File: src/rtl/cct_pkg.sv
package cct_pkg;

  typedef enum logic [1:0] {
    EDGE_NONE = 2'b00,
    EDGE_RISE = 2'b01,
    EDGE_FALL = 2'b10,
    EDGE_BOTH = 2'b11
  } edge_sel_e;

  function automatic logic edge_ok(input edge_sel_e sel, input logic is_rise);
    case (sel)
      EDGE_RISE: return is_rise;
      EDGE_FALL: return !is_rise;
      EDGE_BOTH: return 1'b1;
      default:   return 1'b0;
    endcase
  endfunction

endpackage

File: src/rtl/cct_trig_filter.sv
module cct_trig_filter #(
  parameter int SAMPLES = 3
) (
  input  logic       clk,
  input  logic       rst_n,
  input  logic       run,
  input  logic       tick,
  input  logic       pin_async,
  input  logic [1:0] sel,
  output logic       hit
);
  import cct_pkg::*;

  logic               s1, s2, lvl;
  logic [SAMPLES-1:0] hist;
  logic [SAMPLES-1:0] hist_next;
  edge_sel_e          sel_e;

  assign sel_e     = edge_sel_e'(sel);
  assign hist_next = {hist[SAMPLES-2:0], s2};

  always_ff @(posedge clk or negedge rst_n) begin
    if (!rst_n) begin
      s1 <= 1'b0;
      s2 <= 1'b0;
    end else begin
      s1 <= pin_async;
      s2 <= s1;
    end
  end

  always_ff @(posedge clk or negedge rst_n) begin
    if (!rst_n) begin
      hist <= '0;
      lvl  <= 1'b0;
      hit  <= 1'b0;
    end else if (!run) begin
      // stopped: follow the pin silently so a restart sees no edge
      hist <= {SAMPLES{s2}};
      lvl  <= s2;
      hit  <= 1'b0;
    end else begin
      hit <= 1'b0;
      if (tick) begin
        hist <= hist_next;
        if ((&hist_next) && !lvl) begin
          lvl <= 1'b1;
          hit <= edge_ok(sel_e, 1'b1);
        end else if (!(|hist_next) && lvl) begin
          lvl <= 1'b0;
          hit <= edge_ok(sel_e, 1'b0);
        end
      end
    end
  end

endmodule

File: src/rtl/cct_counter.sv
module cct_counter #(
  parameter int W = 16
) (
  input  logic         clk,
  input  logic         rst_n,
  input  logic         run,
  input  logic         inc,
  input  logic         clear_mode,
  input  logic [W-1:0] top_val,
  output logic [W-1:0] count,
  output logic         ovf
);
  localparam logic [W-1:0] MAXV = {W{1'b1}};

  always_ff @(posedge clk or negedge rst_n) begin
    if (!rst_n) begin
      count <= '0;
      ovf   <= 1'b0;
    end else if (!run) begin
      count <= '0;
      ovf   <= 1'b0;
    end else begin
      ovf <= 1'b0;
      if (inc) begin
        if (clear_mode && count == top_val) begin
          count <= '0;
        end else begin
          count <= count + 1'b1;
          ovf   <= !clear_mode && count == MAXV;
        end
      end
    end
  end

endmodule

File: src/rtl/cct_capreg.sv
module cct_capreg #(
  parameter int W = 16
) (
  input  logic         clk,
  input  logic         rst_n,
  input  logic         run,
  input  logic         tick_rise,
  input  logic         tick_fall,
  input  logic         inc,
  input  logic         cap_mode,
  input  logic         trig,
  input  logic         wr_ok,
  input  logic         wr,
  input  logic [W-1:0] wdata,
  input  logic [W-1:0] count,
  output logic [W-1:0] val,
  output logic         irq
);
  logic pend, flag, do_cap, cmp_hit;

  assign do_cap  = pend && tick_fall && cap_mode;
  assign cmp_hit = !cap_mode && inc && count == val;

  always_ff @(posedge clk or negedge rst_n) begin
    if (!rst_n) begin
      val <= '0;
    end else if (wr && wr_ok) begin
      val <= wdata;
    end else if (do_cap) begin
      val <= count;
    end
  end

  always_ff @(posedge clk or negedge rst_n) begin
    if (!rst_n) begin
      pend <= 1'b0;
      flag <= 1'b0;
      irq  <= 1'b0;
    end else if (!run) begin
      pend <= 1'b0;
      flag <= 1'b0;
      irq  <= 1'b0;
    end else begin
      pend <= cap_mode && (trig || (pend && !tick_fall));
      if (do_cap)         flag <= 1'b1;
      else if (tick_rise) flag <= 1'b0;
      irq <= (flag && tick_rise) || cmp_hit;
    end
  end

endmodule

File: src/rtl/cct_oneshot.sv
module cct_oneshot #(
  parameter int W = 16
) (
  input  logic         clk,
  input  logic         rst_n,
  input  logic         run,
  input  logic         clear_mode,
  input  logic         start,
  input  logic         inc,
  input  logic [W-1:0] count,
  input  logic [W-1:0] set_val,
  input  logic [W-1:0] end_val,
  output logic         pulse
);
  logic armed;

  always_ff @(posedge clk or negedge rst_n) begin
    if (!rst_n) begin
      armed <= 1'b0;
      pulse <= 1'b0;
    end else if (!run || clear_mode) begin
      armed <= 1'b0;
      pulse <= 1'b0;
    end else begin
      if (start && !pulse) armed <= 1'b1;
      if (armed && inc && count == set_val) begin
        pulse <= 1'b1;
        armed <= 1'b0;
      end else if (pulse && inc && count == end_val) begin
        pulse <= 1'b0;
      end
    end
  end

endmodule

File: src/rtl/cct_timer16.sv
module cct_timer16 #(
  parameter int CW      = 16,
  parameter int SAMPLES = 3
) (
  input  logic          clk,
  input  logic          rst_n,
  input  logic          run,
  input  logic          cnt_rise,
  input  logic          cnt_fall,
  input  logic          clear_mode,
  input  logic          count_src_a,
  input  logic          ppg_mode,
  input  logic          reg0_cap,
  input  logic          reg1_cap,
  input  logic          reg0_src_a,
  input  logic [1:0]    a_edge,
  input  logic [1:0]    b_edge,
  input  logic          trg_a,
  input  logic          trg_b,
  input  logic          wr0,
  input  logic          wr1,
  input  logic [CW-1:0] wdata,
  input  logic          os_start,
  output logic [CW-1:0] count,
  output logic [CW-1:0] reg0_val,
  output logic [CW-1:0] reg1_val,
  output logic          irq0,
  output logic          irq1,
  output logic          ovf,
  output logic          os_out
);
  import cct_pkg::*;

  localparam int NPIN = 2;
  localparam int NREG = 2;

  logic [NPIN-1:0] pin_v, hit, pin_both;
  logic [1:0]      pin_sel [NPIN];
  logic [NREG-1:0] trig, cap_v, wr_v, wr_ok, irq_v;
  logic [CW-1:0]   val_v [NREG];
  logic            inc, a_blocked;

  assign pin_v      = {trg_b, trg_a};
  assign pin_sel[0] = a_edge;
  assign pin_sel[1] = b_edge;

  for (genvar p = 0; p < NPIN; p++) begin : g_pin
    assign pin_both[p] = edge_sel_e'(pin_sel[p]) == EDGE_BOTH;
    cct_trig_filter #(.SAMPLES(SAMPLES)) u_filt (
      .clk      (clk),
      .rst_n    (rst_n),
      .run      (run),
      .tick     (cnt_rise),
      .pin_async(pin_v[p]),
      .sel      (pin_sel[p]),
      .hit      (hit[p])
    );
  end

  assign inc       = run && (count_src_a ? hit[0] : cnt_rise);
  assign a_blocked = pin_both[0] || count_src_a;

  // register 0 picks its trigger pin, register 1 always listens to A
  assign trig[0] = reg0_src_a ? (hit[0] && !a_blocked) : (hit[1] && !pin_both[1]);
  assign trig[1] = hit[0] && !a_blocked;

  assign cap_v = {reg1_cap, reg0_cap};
  assign wr_v  = {wr1, wr0};
  assign wr_ok = {!run || ppg_mode, !run};

  cct_counter #(.W(CW)) u_cnt (
    .clk       (clk),
    .rst_n     (rst_n),
    .run       (run),
    .inc       (inc),
    .clear_mode(clear_mode),
    .top_val   (val_v[0]),
    .count     (count),
    .ovf       (ovf)
  );

  for (genvar r = 0; r < NREG; r++) begin : g_reg
    cct_capreg #(.W(CW)) u_reg (
      .clk      (clk),
      .rst_n    (rst_n),
      .run      (run),
      .tick_rise(cnt_rise),
      .tick_fall(cnt_fall),
      .inc      (inc),
      .cap_mode (cap_v[r]),
      .trig     (trig[r]),
      .wr_ok    (wr_ok[r]),
      .wr       (wr_v[r]),
      .wdata    (wdata),
      .count    (count),
      .val      (val_v[r]),
      .irq      (irq_v[r])
    );
  end

  cct_oneshot #(.W(CW)) u_os (
    .clk       (clk),
    .rst_n     (rst_n),
    .run       (run),
    .clear_mode(clear_mode),
    .start     (os_start),
    .inc       (inc),
    .count     (count),
    .set_val   (val_v[1]),
    .end_val   (val_v[0]),
    .pulse     (os_out)
  );

  assign reg0_val = val_v[0];
  assign reg1_val = val_v[1];
  assign irq0     = irq_v[0];
  assign irq1     = irq_v[1];

endmodule

File: config.mk
export PLATFORM = sky130hd
export DESIGN_NAME = cct_timer16
export DESIGN_NICKNAME = d
export VERILOG_FILES = /design/src/rtl/cct_pkg.sv /design/src/rtl/cct_trig_filter.sv /design/src/rtl/cct_counter.sv /design/src/rtl/cct_capreg.sv /design/src/rtl/cct_oneshot.sv /design/src/rtl/cct_timer16.sv
export SDC_FILE = /design/constraint.sdc
export NUM_CORES = 1
export LEC_CHECK = 0
export ABC_AREA = 1
export BUFFER_PORTS_ARGS = -buffer_cell sky130_fd_sc_hd__buf_2
export CAP_MARGIN = 10
export CORE_MARGIN = 8
export CORE_UTILIZATION = 57
export DETAILED_ROUTE_END_ITERATION = 10
export GPL_TIMING_DRIVEN = 0
export PLACE_DENSITY = 0.81
export REMOVE_ABC_BUFFERS = 1
export SYNTH_ARGS = -nofsm -noshare
export SYNTH_HDL_FRONTEND = slang
export SYNTH_HIERARCHICAL = 1
export SYNTH_SLANG_ARGS = --single-unit
File: constraint.sdc
create_clock -name clk -period 2 [get_ports clk]
set_clock_uncertainty 0.15 [all_clocks]
set_input_delay 0.4 -clock clk [delete_from_list [all_inputs] [get_ports clk]]
set_output_delay 0.4 -clock clk [all_outputs]
set_load 0.01 [all_outputs]
; ---- After elaboration in Yosys (flattened, before gate mapping)
; Index checks and enable logic that the tools add are counted.
[totals]
ff_bits = 69
[op_classes]
add_sub_neg = 1
n_mux = 51
n_eq_ne = 15
reduce_logical = 63
[ops]
columns = cell, count
row1 = 16-bit two-way mux, 7
row2 = 1-bit two-way mux, 40
row3 = 16-bit equality test, 2
row4 = 1-bit logical AND, 30
row5 = "16-bit by 1-bit adder with 16-bit output, second input constant", 1
row6 = "16-bit equality test, second input constant", 1
row7 = 1-bit logical NOT, 12
row8 = "3-bit by 1-bit inequality test with 1-bit output, second input constant", 4
row9 = "2-bit equality test, second input constant", 4
row10 = 2-bit two-way mux, 4
row11 = 2-bit OR reduction, 4
row12 = 1-bit logical OR, 7
row13 = 3-bit AND reduction, 2
row14 = 3-bit nonzero test, 2
row15 = 3-bit OR reduction, 2
row16 = "2-bit by 1-bit equality test with 1-bit output, second input constant", 2
row17 = "2-bit by 1-bit inequality test with 1-bit output, second input constant", 2
row18 = 2-bit AND reduction, 2
row19 = 2-bit nonzero test, 2

; ---- Longest topological paths before layout
; Gate-level depths: netlist (run 1).
[logic_depth]
depth_word = 8
mapped_depth = 10
mapped_depth_nobuf = 10

; ---- Hierarchy
; The synthesis (run 1) kept the hierarchy.
[modules_own_cells]
columns = module, cells_per_inst, area_per_inst_um2, seq_area_each_um2, instances
row1 = cct_capreg, 166, 1158.6, 475.5, 2
row2 = cct_counter, 192, 1383.8, 425.4, 1
row3 = cct_oneshot, 136, 629.4, 50.0, 1
row4 = cct_trig_filter, 32, 266.5, 150.1, 2
row5 = cct_timer16, 12, 57.6, 0.0, 1

; ---- Worst setup path before layout (run 1)
; Ideal clock, no wire load.
[synth_timing]
kind = register -> register
start = reg u_cnt.count[1]
end = reg u_cnt.count[12]
arrival_time_ps = 1489
path_slack_ps = 241
path_buffers = 0
required_time_ps = 1731
stages_incl_launch_ff = 9
cell_sequence = dfrtp_1 ha_1 nand3_2 nor3_4 nand3_1 nor2_1 nand2_1 nand2_1 a21oi_2
[synth_between]
elab_chain_cells = 5
word_cells_on_any_way = 6
[synth_lines]
columns = element, line_no
row1 = start: declaration, cct_counter.sv:10  ; output logic [W-1:0] count,
row2 = start signal: assignment, cct_counter.sv:28  ; count <= count + 1'b1;
row3 = branches (longest 2 deep; another with 16-bit by 1-bit adder with 16-bit output), --
row4 = 16-bit two-way mux *, cct_counter.sv:25  ; if (clear_mode && count == top_val) begin
row5 = 16-bit two-way mux *, cct_counter.sv:24  ; if (inc) begin
row6 = 16-bit two-way mux *, cct_counter.sv:19  ; end else if (!run) begin
; Mark *: on every way between the ends. The select of a mux whose other input is x is not followed.
; A chain may end at the register's enable or synchronous reset.

; ---- Final worst setup path (run 1)
[layout_timing]
start = reg u_cnt.count[0]
end = reg u_cnt.count[12]
; The elaborated chain is that of the path after synthesis.

==> results list, run 1 <==
- The run finished with clean final reports.
- Counting instances in the post-synthesis netlist gives the leading cell types as sky130_fd_sc_hd__nand2_1 (241), sky130_fd_sc_hd__inv_1 (118), sky130_fd_sc_hd__nor2_1 (74), sky130_fd_sc_hd__dfrtp_1 (69), sky130_fd_sc_hd__nand3_1 (61).
- Number of antenna diodes: 0
- Clock buffer count from CTS: 9
- For this run, global-route usage on met3 was measured as 0.0496.
- In this run the critical register-to-register path is launched from u_cnt/count[0].
- For this run, the top clock speed supported by timing is 523 MHz.
- On the worst path, the slowest cell contributes a delay of 0.48 ns.
* Die width: 109 microns
* Die H: 109 microns
- The first global-routing pass estimated 23600 microns of wire.
- Number of flops mapped to enable cells by yosys: 0
* Clock edge transition at the registers on the reported setup and hold paths: 0.08 ns
- The synthesized design contains 69 register bits.
- Register cell area after layout: 1740 sq um
- For the pin with the worst max-slew slack, the measured transition is 0.900 ns.
- Number of H-tree branching levels: 3
- In this run the worst path has a maximum fanout of 9.
* Timing startpoint of the critical path: u_cnt/count[0]
- At the end of routability-driven placement, the weighted congestion stood at 0.875.
- Setup TNS: 0 ns
* Final setup violating endpoints: 0
* Power consumption: 3.76 mW
- Final ANT Viol Nets: 0
- Counting the fill cells in the layout gives 795.
- Of the cells placed in the final design, the portion with a size suffix greater than 1 is 0.202.
- Across all layers, the routed design uses 5124 vias.
* WS Path Type: flip-flop to flip-flop
- Pin count of the biggest net entering global routing: 70
- Summed over all nets, the half-perimeter wirelength after detailed placement is 10600 microns.
- Length of the first detailed-routing pass in iterations: 4
- In the routed design, unresolved DRC markers number 0.
- The number of placed instances, taps included, is 918.
* Area added between synthesis and finish: 14.6%
* Yosys warning count: 6
- The mapped netlist covers 4920 sq um.
- CTS tree: done
- In the synthesized netlist the async set-or-reset flop fraction comes to 1.00.
* Drt first-iter violations: 326
- After synthesis, the mean cell area works out to 6.69 sq um.
* Final routed wire length divided by cell count: 15.2 microns
* Number of different library cells in the post-synthesis netlist: 36
- Portion of synthesized cell area occupied by the leading cell type: 0.351
* Worst hold path type: input port to async pin
* Clock net sink count: 69
- In the finished design, the share of the clock period the worst path needs comes to 0.955.
- For met1 alone, demand over resource in global routing was 0.311.
- The root buffer cell chosen for the clock tree is sky130_fd_sc_hd__clkbuf_8.
- Prior to clock tree synthesis, the placed netlist has a worst setup slack of -0.631 ns.
- Data on the critical path is required at its endpoint by 2.08 ns.
* Remaining Overflow, GRT: 0
- Met2 usage: 0.412
* IO Port Bufs: 87
- In the post-route analysis, the smallest setup slack over all paths is 0.0897 ns.
* Dominant register cell in the synthesized netlist: sky130_fd_sc_hd__dfrtp_1
* Layer with the highest usage: met2
- No sink is reached through more buffers than the 2 on the longest clock path.
* Wire length after detailed routing: 14300 microns
- Clock period minus final worst setup slack: 1.91 ns
- Count of pins over their slew limit: 0
- The cell count after synthesis came out at 736.
- STA puts the critical path data arrival time at 1.99 ns.
- Setup repair after global routing could not meet its margin everywhere.
- 88 I/O pins were placed.
- IR analysis of the VDD net gives a maximum drop of 0.000391 V.
* Slowest cell on the critical path: sky130_fd_sc_hd__dfrtp_2
- Together, buffers and inverters on the worst path number 0.
- Max_cap viols: 0
- For this run, the share of the core covered by cells in the final layout is 0.660.
- Clk Latency, worst-skew pair: 0.35 ns
- Number of global-route vias before repair: 5012
- Fin nets: 865
- Part of the Yosys area used for sequential elements: 0.351
* Worst slew margin: 0.400
- Family of cells with the greatest summed delay on the critical path: simple AND/OR/NAND/NOR gates
- The initial utilization of the core area, before any placement, comes to 0.576.
- In the routed layout, each cell is associated on average with a via count of 5.46.
* Power density relative to cell area: 666 nW/um^2
- Cell leakage power: 2.89 nW
- Worst path most repeated cell: sky130_fd_sc_hd__nand2_1
- Area of the multi-input gates: 2590 sq um
- Die area: 11900 sq um
* Leading post-synthesis cells by cell area: sky130_fd_sc_hd__dfrtp_1 (35%), sky130_fd_sc_hd__nand2_1 (18%), sky130_fd_sc_hd__inv_1 (9.0%)
* Series of cell instances along the critical path: ha_1 -> nand3_2 -> nor3_4 -> nand3_1 -> nor2_1 -> nand2_1 -> nand2_1 -> a21oi_2
- STA classifies the critical path startpoint as a flip-flop.
* Global-route usage over all layers: 0.248
* Element type at the critical path end: flip-flop
- After floorplanning, the core was sized to cover 8550 sq um.
- The count of cells in the finished layout, fillers not included, comes to 939.
* Rows: 34
- Hold violation count in the final report: 0
- The number of antenna violations at the first check in global routing came to 0.
- Area leader, netlist: sky130_fd_sc_hd__dfrtp_1
- By instance count, the leading cell after synthesis is sky130_fd_sc_hd__nand2_1.
-- path summary, 6_finish.rpt --
check                                              end  slack (ns)  depth (start not counted)
worst max-delay path                   u_cnt/count[12]        0.09                          8
worst min-delay path            g_reg[1].u_reg/val[12]       0.007                          1
worst max register to register         u_cnt/count[12]        0.09                          8
worst min register to register      g_pin[1].u_filt/s2        0.20                          0
max in group asynchronous               u_cnt/count[0]        1.03                          1
min in group clk                 g_reg[1].u_reg/val[0]        0.14                          3
-- per-layer routing --
metal | wire (microns) | share of wire | up-vias
met2 | 7010 | 0.49 | 211
met3 | 978 | 0.068 | 21
met5 | 0 | 0 | -
met1 | 6100 | 0.43 | 2407
li1 | - | - | 2485
met4 | 213 | 0.015 | 0
-- worst reg2reg max path, stage by stage, from the launching register on --
cell	delay, ns
sky130_fd_sc_hd__dfrtp_2	0.48
sky130_fd_sc_hd__ha_1	0.24
sky130_fd_sc_hd__nand3_2	0.14
sky130_fd_sc_hd__nor3_4	0.27
sky130_fd_sc_hd__nand3_1	0.19
sky130_fd_sc_hd__nor2_1	0.13
sky130_fd_sc_hd__nand2_1	0.06
sky130_fd_sc_hd__nand2_1	0.09
sky130_fd_sc_hd__a21oi_2	0.04
-- cell families (layout without fill, tap and decap cells) --
group | after synthesis | in the layout | share of synthesized area
AND/OR/NAND/NOR | 422 | 422 | 0.379
AO/OA/AOI/OAI | 76 | 76 | 0.104
adder cells (fa/ha/maj) | 1 | 1 | 0.00254
XOR/XNOR | 23 | 23 | 0.0409
buffers and inverters | 145 | 240 | 0.123
flip-flops | 69 | 69 | 0.351
-- registers in the layout, indices dropped and copies added (netlist names) --
signal	cells
g_pin.u_filt/hist	4
g_pin.u_filt/s1	2
u_os/armed	1
g_pin.u_filt/hit	2
g_pin.u_filt/s2	2
u_os/pulse	1
g.u_reg/flag	2
g.u_reg/val	32
g_pin.u_filt/lvl	2
u_cnt/count	16
g.u_reg/irq	2
g.u_reg/pend	2
u_cnt/ovf	1
-- where the power goes --
group	internal, mW	switching, mW	total [mW]
clock network	0.571	0.523	1.09
logic	0.364	0.590	0.954
registers	1.51	0.205	1.71
-- per-stage QoR --
step                hold slack, ns  area [sq um]
floorplan                  -0.0456          4810
global placement             0.184          5380
detailed placement           0.188          5380
CTS                       0.000811          5580
global route                 0.109          5640
finish                     0.00733          5640
-- cell usage in the layout (no fill, tap or decap), drive strengths merged --
cell	count
xnor2	11
o31ai	1
nand3	66
dlygate4sd3	2
nand2	250
nand4	10
inv	132
o21bai	1
dfrtp	69
clkbuf	13
o221ai	2
o21ai	26
o211ai	12
clkinv	1
and3	1
o22ai	1
nor2	82
o311ai	10
or2	1
nand3b	2
ha	1
buf	92
xor2	12
nor3	10
a21oi	23
-- what timing repair did --
| item | 4_1_cts | 5_1_grt |
|---|---|---|
| setup endpoints to repair | 9 | 15 |
| resized for setup | 3 | 8 |
| pin swaps | 0 | 1 |
| hold endpoints to repair | 1 | 1 |
| hold buffers | 1 | 1 |
| setup buffers | 0 | 5 |
-- final cells by class --
class | instances | share of cell area
repair buffers | 94 | 0.0878
multi-input cells | 522 | 0.459
flip-flops and latches | 69 | 0.308
clock buffers | 13 | 0.0317
clock inverters | 1 | 0.000887
inverters | 132 | 0.0883
well taps | 108 | 0.0240
No activity file was read; power rests on OpenSTA's default activity.
==> run 2: changes to the inputs <==
--- a/config.mk
+++ b/config.mk
@@ -8,6 +8,7 @@
 export ABC_AREA = 1
 export BUFFER_PORTS_ARGS = -buffer_cell sky130_fd_sc_hd__buf_2
 export CAP_MARGIN = 10
+export CORE_ASPECT_RATIO = 1.5
 export CORE_MARGIN = 8
 export CORE_UTILIZATION = 57
 export DETAILED_ROUTE_END_ITERATION = 10
==> results list, run 2 (synthesized netlist as in run 1, its figures left out) <==
- The total placed cells including tap cells is 917 (-0.11%).
- The first-pass GRT wire length is 23100 microns (-2.1%).
* Flip-flop count of the largest register, all copies and words added: 32 (unchanged)
- Initial Util: 0.585 (+0.00941)
- Critical Path Source Type: input port
- The count of clock tree sinks was 69 (unchanged).
* Setup TNS: 0 ns (unchanged)
- The final cell utilization of the core is 0.682 (+0.0227).
- The required time of the worst setup path was 2.12 ns (+0.04 ns).
- The worst slew margin relative to its limit came to 0.408 (+0.00809).
- The via density per instance was 5.43 (-0.49%).
* Maximum count of clock buffers along a single path: 2 (unchanged)
- The count of filler cells inserted in the layout is 770 (-3.1%).
- Final Non-Filler Cells: 937 (-0.21%)
- The core region area is 8410 sq um (-1.6%).
- The internal power came to 2.90 mW (+19%).
* Final worst path period share: 0.937 (-0.0183)
* Most frequent standard cell in the layout excluding fill and tap cells: sky130_fd_sc_hd__nand2_1
- WS Path Type: input port to flip-flop
- Element type at the critical path end: flip-flop
- The die outline width was 91.9 microns (-16%).
- Net switching share of the total power: 0.329 (-0.0215)
- Worst path most repeated cell: sky130_fd_sc_hd__o21ai_0
- Layout cell share with drive strength beyond 1: 0.205 (+0.00265)
- The die height was 130 microns (+19%).
- Wire length after detailed routing: 14600 microns (+2.3%)
* Post-DP HPWL: 10600 microns (+0.43%)
- The clock group share of total power was 0.384 (+0.093).
* Clock period minus final worst setup slack: 1.87 ns (-0.0365 ns)
- The maximum vdd ir drop came to 0.000654 V (+67%).
* Most flop-heavy register: g.u_reg/val
* Area added between synthesis and finish: 16.7%
- In the layout the commonest cells are sky130_fd_sc_hd__nand2_1 (241), sky130_fd_sc_hd__inv_1 (118), sky130_fd_sc_hd__buf_2 (86).
- The number of endpoints failing setup at the final stage was 0 (unchanged).
- Worst hold path type: input port to flip-flop
- Cell leakage power: 2.92 nW (+1.2%)
- Antenna violations before repair: 0 (unchanged)
- IO Port Bufs: 87 (unchanged)
- The CTS clock-pin slew for the worst setup and hold paths was 0.06 ns (-0.02 ns).
* Count of pins over their slew limit: 0 (unchanged)
* Portion of total power attributed to sequential cells: 0.397 (-0.058)
- Registers with the highest flip-flop counts: g.u_reg/val (32), u_cnt/count (16), g_pin.u_filt/hist (4)
- The global router's overall resource usage is 0.242 (-0.00620).
* Die area: 11900 sq um (+0.52%)
* Final routed wire length divided by cell count: 15.6 microns (+2.5%)
- The relative contribution of combinational cells to total power was 0.219 (-0.035).
- The number of clock buffers inserted by TritonCTS is 9 (unchanged).
- The slowest stage of the critical path is the sky130_fd_sc_hd__buf_2 cell.
- TritonCTS built the clock tree.
- The signal on the critical path passes through buf_2 -> o21ai_0 -> nor2_2 -> buf_4 -> nor2_4 -> inv_4 -> nand2_1 -> o21ai_1 -> o21ai_0 -> a21oi_2.
* Number of global-route vias before repair: 4932 (-1.6%)
- Final ANT Viol Nets: 0 (unchanged)
- The final antenna diode count is 0 (unchanged).
- The area of the multi-input gates came to 2590 sq um (unchanged).
- Number of H-tree branching levels: 3 (unchanged)
* Pin count of the biggest net entering global routing: 70 (unchanged)
- The data arrival at the endpoint of the critical path was 1.99 ns (about the same).
- Achievable Freq: 534 MHz (+1.9%)
- The power density normalized to cell area came to 753 nW/um^2 (+13%).
- Hold violation count in the final report: 0 (unchanged)
- Placer's final routability congestion estimate: 0.891 (+1.8%)
- The number of buffers inserted for hold repair after clock tree synthesis came to 0 (-1).
- The longest individual stage delay on the worst path was 0.30 ns (-0.18 ns).
* Rows: 41 (+21%)
- The DRC violation total after the first TritonRoute iteration came to 334 (+2.5%).
- Max_cap viols: 0 (unchanged)
- The run finished with clean final reports.
* Worst slew pin tran: 0.888 ns (-0.0121 ns)
- Switching Power: 1.42 mW (+7.9%)
- The residual overflow from global routing came to 0 (unchanged).
- Length of the first detailed-routing pass in iterations: 6 (+2)
- CTS root buffer: sky130_fd_sc_hd__clkbuf_16
* Crit path buf inv count: 3 (+3)
- The via count is 5088 (-0.70%).
* Num ports: 88 (unchanged)
- The count of nets after finishing came to 862 (-0.35%).
- Clk Latency, worst-skew pair: 0.34 ns (about the same)
- The register area is 1740 sq um (about the same).
- Remaining routing DRC violations: 0 (unchanged)
* Family of cells with the greatest summed delay on the critical path: buffers and inverters
- The minimum hold slack was 0.0110 ns (+0.00365 ns).
- The maximum fanout encountered on the critical timing path came to 23 (+14).
run 2: changes by cell type in the layout (fill, tap and decap cells not counted):
cell	previous run	this run
sky130_fd_sc_hd__dlygate4sd3_1	2	0
sky130_fd_sc_hd__bufinv_16	0	1
sky130_fd_sc_hd__buf_4	6	5
sky130_fd_sc_hd__clkbuf_8	13	2
sky130_fd_sc_hd__dfrtp_1	60	59
sky130_fd_sc_hd__dfrtp_2	9	10
sky130_fd_sc_hd__clkinvlp_4	0	2
sky130_fd_sc_hd__clkinv_4	0	1
sky130_fd_sc_hd__clkbuf_16	0	9
run 2: per-stage QoR:
stage                     total power [mW]  cell area [sq um]  setup WS (ns)
after floorplan                       2.29               4810          0.106
after global routing                  4.53               5740        -0.0109
after global placement                2.61               5380         -0.570
after CTS                             4.31               5700         0.0536
after detailed placement              2.65               5380         -0.603
final                                 4.32               5740          0.126
run 2: path summary, 6_finish.rpt:
check / startpoint / endpoint / slack (ns) / cells after the start
setup reg to reg: g_pin[0].u_filt/hit / u_cnt/count[9] / 0.14 / 8
setup / recovery: run / u_cnt/count[5] / 0.13 / 10
max in group asynchronous: rst_n / u_cnt/count[7] / 1.03 / 1
min in group asynchronous: rst_n / g_pin[1].u_filt/s1 / 0.04 / 1
hold / removal: trg_b / g_pin[1].u_filt/s1 / 0.01 / 1
hold reg to reg: g_pin[1].u_filt/s1 / g_pin[1].u_filt/s2 / 0.20 / 0
run 2: what timing repair did:
action                                  CTS  global route
pin swaps                                 0             1
resized for setup                         3             9
buffers inserted                          0             4
endpoints found under the setup margin   10            16
run 2: area by class of cell:
cell class / count / area share
clock buffers: 11 / 0.0440
clock inverters: 5 / 0.0102
inverters: 132 / 0.0867
multi-input cells: 522 / 0.451
flip-flops and latches: 69 / 0.303
well taps: 107 / 0.0233
repair buffers: 91 / 0.0815
run 2: metal layers:
| metal | vias to the layer above | share of wire | track usage |
|---|---|---|---|
| met5 | - | 0 | 0 |
| met4 | 0 | 0.035 | 0.130 |
| met2 | 186 | 0.51 | 0.433 |
| met3 | 47 | 0.052 | 0.0517 |
| li1 | 2484 | - | - |
| met1 | 2371 | 0.40 | 0.261 |
run 2: power by group through the flow:
stage / clock network, mW / registers (mW) / logic [mW]
floorplan: 0 / 1.73 / 0.562
global placement: 0 / 1.73 / 0.881
detailed placement: 0 / 1.74 / 0.910
CTS: 1.67 / 1.72 / 0.921
global route: 1.73 / 1.74 / 1.07
finish: 1.66 / 1.72 / 0.948
